<file path="config.mk">
export PLATFORM = sky130hd
export DESIGN_NAME = byte_half_mem
export DESIGN_NICKNAME = d
export VERILOG_FILES = /design/src/rtl/bhm_pkg.sv /design/src/rtl/bhm_decode.sv /design/src/rtl/bhm_bank.sv /design/src/rtl/bhm_align.sv /design/src/rtl/byte_half_mem.sv
export SDC_FILE = /design/constraint.sdc
export NUM_CORES = 2
export LEC_CHECK = 0
export BUFFER_PORTS_ARGS = -buffer_cell sky130_fd_sc_hd__clkbuf_2
export CORE_ASPECT_RATIO = 0.9
export CORE_UTILIZATION = 30
export CTS_BUF_LIST = sky130_fd_sc_hd__clkbuf_8
export DETAILED_ROUTE_END_ITERATION = 8
export MAX_ROUTING_LAYER = met4
export PLACE_DENSITY = 0.41
export SYNTH_ARGS = -nofsm -noshare
export SYNTH_HDL_FRONTEND = slang
export SYNTH_SLANG_ARGS = --single-unit
</file>
<file path="constraint.sdc">
create_clock -name clk -period 8.3 [get_ports clk]
set_clock_uncertainty 0.2 [all_clocks]
set_input_delay 0.83 -clock clk [delete_from_list [all_inputs] [get_ports clk]]
set_output_delay 0.83 -clock clk [all_outputs]
set_load 0.05 [all_outputs]
</file>
<file path="src/rtl/bhm_pkg.sv">
package bhm_pkg;

    localparam int LANE_W = 8;
    localparam int LANES  = 2;
    localparam int BUS_W  = LANE_W * LANES;

    typedef enum logic [1:0] {
        WK_NONE,
        WK_HALF,
        WK_LO,
        WK_HI
    } wr_kind_e;

    typedef enum logic [1:0] {
        RK_HALF,
        RK_LO,
        RK_HI
    } rd_kind_e;

endpackage

</file>
<file path="src/rtl/bhm_decode.sv">
module bhm_decode
    import bhm_pkg::*;
(
    input  logic           dir_rd,
    input  logic           size_byte,
    input  logic           a0,
    input  logic           wr_stb,
    output wr_kind_e       wr_kind,
    output rd_kind_e       rd_kind,
    output logic [LANES-1:0] bank_we,
    output logic           misaligned
);

    always_comb begin
        wr_kind = WK_NONE;
        if (wr_stb && !dir_rd) begin
            unique case ({size_byte, a0})
                2'b00, 2'b01: wr_kind = WK_HALF;
                2'b10:        wr_kind = WK_LO;
                2'b11:        wr_kind = WK_HI;
                default:      wr_kind = WK_NONE;
            endcase
        end
    end

    always_comb begin
        unique case ({size_byte, a0})
            2'b10:   rd_kind = RK_LO;
            2'b11:   rd_kind = RK_HI;
            default: rd_kind = RK_HALF;
        endcase
    end

    always_comb begin
        unique case (wr_kind)
            WK_HALF: bank_we = 2'b11;
            WK_LO:   bank_we = 2'b01;
            WK_HI:   bank_we = 2'b10;
            default: bank_we = 2'b00;
        endcase
    end

    assign misaligned = !size_byte && a0;

    always_comb begin
        if (dir_rd) begin
            p_no_write_on_read_r3: assert (bank_we == '0)
                else $error("write enable raised during a read");
        end
        if (!wr_stb) begin
            p_no_write_without_strobe_r4: assert (bank_we == '0)
                else $error("write enable raised without strobe");
        end
        if (wr_stb && !dir_rd && size_byte) begin
            p_byte_one_bank_r7: assert ($countones(bank_we) == 1)
                else $error("byte write must enable exactly one bank");
        end
    end

endmodule

</file>
<file path="src/rtl/bhm_bank.sv">
module bhm_bank #(
    parameter int ROW_W  = 7,
    parameter int DATA_W = 8
) (
    input  logic              clk,
    input  logic              we,
    input  logic [ROW_W-1:0]  row,
    input  logic [DATA_W-1:0] din,
    output logic [DATA_W-1:0] dout
);

    localparam int DEPTH = 1 << ROW_W;

    logic [DATA_W-1:0] cells [DEPTH];

    always_ff @(posedge clk) begin
        if (we) begin
            cells[row] <= din;
        end
    end

    assign dout = cells[row];

endmodule

</file>
<file path="src/rtl/bhm_align.sv">
module bhm_align
    import bhm_pkg::*;
(
    input  rd_kind_e                    rd_kind,
    input  wr_kind_e                    wr_kind,
    input  logic [BUS_W-1:0]            wdata,
    input  logic [LANES-1:0][LANE_W-1:0] bank_dout,
    output logic [LANES-1:0][LANE_W-1:0] bank_din,
    output logic [BUS_W-1:0]            rdata
);

    always_comb begin
        bank_din[0] = wdata[LANE_W-1:0];
        unique case (wr_kind)
            WK_HALF: bank_din[1] = wdata[BUS_W-1:LANE_W];
            default: bank_din[1] = wdata[LANE_W-1:0];
        endcase
    end

    always_comb begin
        unique case (rd_kind)
            RK_LO:   rdata = {{LANE_W{1'b0}}, bank_dout[0]};
            RK_HI:   rdata = {{LANE_W{1'b0}}, bank_dout[1]};
            default: rdata = {bank_dout[1], bank_dout[0]};
        endcase
    end

endmodule

</file>
<file path="src/rtl/byte_half_mem.sv">
module byte_half_mem
    import bhm_pkg::*;
#(
    parameter int ADDR_W = 8
) (
    input  logic              clk,
    input  logic [ADDR_W-1:0] addr,
    input  logic              dir_rd,
    input  logic              size_byte,
    input  logic              wr_stb,
    input  logic [15:0]       wdata,
    output logic [15:0]       rdata,
    output logic              misaligned
);

    localparam int ROW_W = ADDR_W - 1;

    wr_kind_e                     wr_kind;
    rd_kind_e                     rd_kind;
    logic [LANES-1:0]             bank_we;
    logic [LANES-1:0][LANE_W-1:0] bank_din;
    logic [LANES-1:0][LANE_W-1:0] bank_dout;
    logic [ROW_W-1:0]             row;

    assign row = addr[ADDR_W-1:1];

    bhm_decode u_decode (
        .dir_rd     (dir_rd),
        .size_byte  (size_byte),
        .a0         (addr[0]),
        .wr_stb     (wr_stb),
        .wr_kind    (wr_kind),
        .rd_kind    (rd_kind),
        .bank_we    (bank_we),
        .misaligned (misaligned)
    );

    for (genvar b = 0; b < LANES; b++) begin : g_bank
        bhm_bank #(
            .ROW_W  (ROW_W),
            .DATA_W (LANE_W)
        ) u_bank (
            .clk  (clk),
            .we   (bank_we[b]),
            .row  (row),
            .din  (bank_din[b]),
            .dout (bank_dout[b])
        );
    end

    bhm_align u_align (
        .rd_kind   (rd_kind),
        .wr_kind   (wr_kind),
        .wdata     (wdata),
        .bank_dout (bank_dout),
        .bank_din  (bank_din),
        .rdata     (rdata)
    );

    always_comb begin
        if (size_byte) begin
            p_byte_upper_zero_r5: assert (rdata[15:8] == 8'h00)
                else $error("byte read left upper lane non-zero");
        end else begin
            p_half_pair_r6: assert (rdata == {bank_dout[1], bank_dout[0]})
                else $error("half read does not return bank pair");
        end
        if (misaligned) begin
            p_flag_half_only_r8: assert (!size_byte && addr[0])
                else $error("misaligned flag on an aligned or byte access");
        end
    end

endmodule

</file>
### After elaboration in Yosys (flattened, before gate mapping)

Memories as Yosys holds them, arrays and structs flattened.
Index checks and enable logic that the tools add are counted.

| cells by class | value |
|---|---|
| equal/unequal tests | 8 |
| muxes and demuxes | 10 |
| reductions and logical operators | 6 |

Operators by type and width:

| operator | count |
|---|---|
| one-hot mux 16 bit (2 select lines) | 1 |
| one-hot mux 2 bit (3 select lines) | 2 |
| == test 2 bit (second input constant) | 5 |
| 2-to-1 mux 8 bit | 1 |
| == test 2 x 1 -> 1 bit (second input constant) | 3 |
| 2-to-1 mux 1 bit | 4 |
| one-hot mux 2 bit (2 select lines) | 1 |
| logical AND 1 bit | 2 |
| logical NOT 1 bit | 2 |
| logical NOT 2 bit | 1 |
| 2-to-1 mux 2 bit | 1 |
| OR reduction 2 bit | 1 |

| word-level totals | value |
|---|---|
| bits in registers | 0 |
| word-level logic and storage cells | 26 |
| bits of input ports | 28 |
| memories | 2 |
| bits in writable memories | 2048 |
| output and inout port bits | 17 |

Memory list:

| memory | depth | width | read ports | clocked after Yosys merged registers in | wr ports | RTL line | text |
|---|---|---|---|---|---|---|---|
| g_bank[0].u_bank.cells | 128 | 8 | 1 | 0 | 1 | bhm_bank.sv:14 | `logic [DATA_W-1:0] cells [DEPTH];` |
| g_bank[1].u_bank.cells | 128 | 8 | 1 | 0 | 1 | bhm_bank.sv:14 |  |

### Logic depth before layout (Yosys ltp)

| logic depth | value |
|---|---|
| depth in word-level cells | 8 |
| depth in mapped cells | 13 |
| gate-level depth less buffers | 7 |

### By module

A second synthesis with hierarchy kept.

| second synthesis, totals | value |
|---|---|
| cell total of the unflattened synthesis | 4985 |
| area, all modules | 80975.2 µm² |

By module, submodules not included:

| module | times used | area each (µm²) | seq. area each (µm²) | cells an instance |
|---|---|---|---|---|
| bhm_bank | 2 | 40273.6 | 30749.5 | 2467 |
| bhm_align | 1 | 352.8 | 0.0 | 42 |
| bhm_decode | 1 | 75.1 | 0.0 | 9 |

### Least setup slack after synthesis

No wires, ideal clock.

| timing | value |
|---|---|
| path type | input to output |
| from | input port addr[1] |
| to | output port rdata[1] |
| data arrival time | 3581 ps |
| buffers on the path | 3 |
| cell stages on the path | 10 |
| data required time | 7270 ps |
| slack | 3689 ps |
| path through | buf_4 > buf_6 > buf_6 > or3b_2 > a21oi_1 > a2111oi_0 > a311o_1 > o41ai_1 > o32ai_1 > a211oi_1 |

| between the ends | value |
|---|---|
| longest elaborated chain between the ends | 2 |
| elaborated cells between the ends (all ways) | 3 |
| classes of those cells | 1 x mux; 2 x memory |

RTL lines:

| what | RTL line | text |
|---|---|---|
| from (decl) | byte_half_mem.sv:7 | `input logic [ADDR_W-1:0] addr,` |
| memory (128 x 8 bit) | n/a |  |
| one-hot mux 16 bit (2 select lines) (*) | bhm_align.sv:21 | `unique case (rd_kind)` |
| to (decl) | byte_half_mem.sv:12 | `output logic [15:0] rdata,` |

Mark *: on every way between the ends. The rest lies on a longest branch, timed or not.

### Worst setup path in the final report

| timing | value |
|---|---|
| from | input port addr[3] |
| to | output port rdata[7] |

Same word-level chain as after synthesis.

==> results by group <==
Timing
  – Summed negative setup slack over all endpoints: 0 ns
  – Achievable frequency: 145 MHz
  – Slew of the pin with the lowest slew margin: 1.39 ns
  – RSZ-0062 raised after global routing: false
  – Max-Slew Margin vs Limit: 4.97%
  – Hold violation count in the final report: 0
  – Time the worst path needs with I/O delays and setup: 6.92 ns
  – Max-slew violation count: 0
  – Final setup viols: 0
  – Period Utilization, post-route: 83.4%
  – Final worst setup slack: 1.38 ns

Critical path
  – Worst Path Max Fanout: 71
  – Series of cell instances along the critical path: buf_8, buf_12, buf_4, nand2_1, o21ai_0, a211oi_1, a2111oi_0, o32ai_1, a32oi_1, clkbuf_2
  – Critical Path End Type: output pin
  – Critical path type: input pin to output pin
  – Data arrival at the endpoint of the critical path: 5.89 ns
  – Slowest library cell on the worst path: sky130_fd_sc_hd__a2111oi_0
  – Req. time, crit path: 7.27 ns
  – CP peak stage delay: 1.15 ns
  – Crit start category: input pin

Die
  – Die Span X: 548 um
  – Effective utilization at floorplan: 30.3%
  – Chip Height: 493 um
  – Core Region: 0.265 mm2
  – I/O pin count: 45
  – Std cell rows: 179
  – Die area: 0.270 mm2

Routing
  – Remaining number of nets flagged by the antenna check after routing: 0
  – Via count: 48100
  – Post-route DRC: 0
  – Final wirelength: 310 mm
  – Routed wire per std cell: 35.4 um
  – Detail-routed via count per cell: 5.49
  – Iteration count of the initial detailed-routing pass: 6
  – DR iter-0 viols: 5440

Finish
  – Registers with the most flip-flops: g_bank.u_bank.cells x2048
  – Share of layout cells above drive strength 1: 17.0%
  – Largest register FFs: 2048
  – Filler-free cell count of the finished design: 8766
  – Net count reported at finish: 5012
  – Fin util: 34.4%
  – Reg with most FFs: g_bank.u_bank.cells
  – Synth-to-Final Area Change: 13.4%

Synth
  – Share of the yosys chip area belonging to registers: 76.5%
  – Synth Flop Type: sky130_fd_sc_hd__edfxtp_1
  – Cell types occupying the most area after synthesis: sky130_fd_sc_hd__edfxtp_1 (76%), sky130_fd_sc_hd__mux2i_1 (3.3%), sky130_fd_sc_hd__mux2_2 (2.4%), sky130_fd_sc_hd__a221oi_1 (1.9%), sky130_fd_sc_hd__a22oi_1 (1.8%)
  – Number of enable flip-flop cells after synthesis: 2048
  – Synth Cell Area: 0.0804 mm2
  – Number of nets in the synthesized netlist: 4772
  – Cell taking the most area after synthesis: sky130_fd_sc_hd__edfxtp_1
  – Top post-synthesis cells by count: sky130_fd_sc_hd__edfxtp_1 (2048), sky130_fd_sc_hd__nor2_1 (387), sky130_fd_sc_hd__mux2i_1 (264)
  – Post-Syn Instances: 4743
  – Proportion of netlist area held by the largest area contributor: 76.5%
  – Count of warnings emitted by yosys: 0
  – Netlist cell types: 83
  – Ys async rst share: 0%
  – Cell with the most instances after synthesis: sky130_fd_sc_hd__edfxtp_1
  – Syn Area/Cell: 17.0 um2
  – Synthesized flop and latch total: 2048

Clock network
  – Number of clock sinks: 2048
  – Post-cts gate resize count: 0
  – Number of buffers inserted to repair setup after CTS: 0
  – CTS H-tree lvls: 5
  – Num CTS Buffers: 368
  – Buffer depth of the longest clock path: 4
  – Clock-pin transition on the worst setup and hold timing paths: 0.06 ns
  – Root buffer cell: sky130_fd_sc_hd__clkbuf_8
  – CTS tree: yes

Placement
  – Placement Setup Slack: 1.52 ns
  – Number of input and output port buffers inserted: 44
  – Number of cells in the design after placement: 8138
  – RePlAce Congestion: 0.859
  – Final HPWL from detailed placement: 189 mm

Global routing
  – Wire length of the first global-routing pass: 420 mm
  – Overflow left after global routing: 0
  – Combined global-route utilization of all metal layers: 23.2%
  – Number of global-route vias before repair: 47000
  – Largest net degree at the start of global routing: 129
  – Antenna violations before repair: 21

Pwr
  – Leakage power summed over all cells: 28.8 nW
  – IR Drop Worst-Case VDD: 0.000197 V
  – Power per Cell Area: 234 mW/mm2
  – Total Power Consumption: 21.4 mW

Job
  – Count of max-cap constraint violations: 0

Worst hold path
  – Hold depth: 1
  – Sink of the worst hold path: g_bank[0].u_bank.cells[69][6]$_DFFE_PP_
  – Start point of the worst min-delay path: wdata[6]
  – Class of the worst hold path: input pin to flop

Outcome
  – Run status: finished, final reports clean
[cells in the final DEF (no fill, tap or decap), drive strengths merged, types with 14 or more instances in the layout]
master      n
buf       191
a21oi     198
nor2      389
o221ai     19
a221o      72
mux2      176
nand2     162
inv       127
mux4       32
a22oi     195
nand3      18
a221oi    174
a22o       39
mux2i     264
clkbuf    406
a2111oi    15
nand2b     16
edfxtp   2048
nor2b      15
o2bb2ai    48
nand4      19
o211ai     47
a211oi     40
o21ai     152
o2111ai    16
clkinv    119
a31oi      14
and2       14
[per-layer routing]
layer	routed length, um	vias to the layer above	GRT usage (%)	part of all wire (%)
li1	-	19700	-	-
met3	20500	447	3.38	6.6
met5	0	-	-	0
met2	140000	2116	34.6	45
met1	142000	25800	33.0	46
met4	8210	0	6.24	2.6
[logic make-up (layout without fill, tap and decap cells)]
kind of cell	Yosys count	count (layout)	share of synthesized area [%]
compound gates	1150	1150	10.6
flops	2048	2048	76.5
buf+inv	366	852	2.46
mux	472	472	6.65
other cells	0	8	0
fa+ha+maj	1	1	0.0156
simple gates	706	706	3.87
[layout make-up]
cell class / count / area [um2]
multi-input cells: 2329 / 17100
clock buffers: 375 / 5160
flip-flops and latches: 2048 / 61500
inverters: 10 / 48.8
repair buffers: 226 / 1950
fillers: 25400 / 174000
clock inverters: 241 / 998
diodes: 8 / 20.0
well taps: 3529 / 4420
[stage by stage]
| step | hold WS, ns | cell area (um2) |
|---|---|---|
| after floorplan | 0.729 | 80400 |
| after detailed placement | 0.921 | 85000 |
| final | 0.131 | 91200 |
| after global routing | 0.0935 | 91200 |
| after global placement | 0.918 | 85000 |
| after CTS | 0.0600 | 91200 |
[critical path, delay by kind of cell]
kind / cells / cell delay (ns)
and+or+nand+nor: 1 / 0.45
AOI/OAI and AO/OA: 5 / 2.67
buffers and inverters: 4 / 1.79
[report_power, final]
part           switching (mW)  total, mW  internal (mW)
Clock                    4.23       8.41           4.18
Sequential            0.00488       11.5           11.5
Combinational            1.16       1.50          0.343
[what timing repair did]
item / 4_1_cts / 5_1_grt
hold endpoints to repair: 7 / 0
setup endpoints to repair: 0 / 0
hold buffers: 4 / 0
[how the worst max path moves through the flow]
stage,start,to,slack (ns)
2_1_floorplan,addr[1],rdata[1],3.69
3_5_place_dp,addr[3],rdata[7],1.52
5_1_grt,addr[7],rdata[7],1.49
3_3_place_gp,addr[3],rdata[6],1.39
6_report,addr[3],rdata[7],1.38
4_1_cts,addr[3],rdata[7],1.53
No activity file was read; power rests on OpenSTA's default activity.
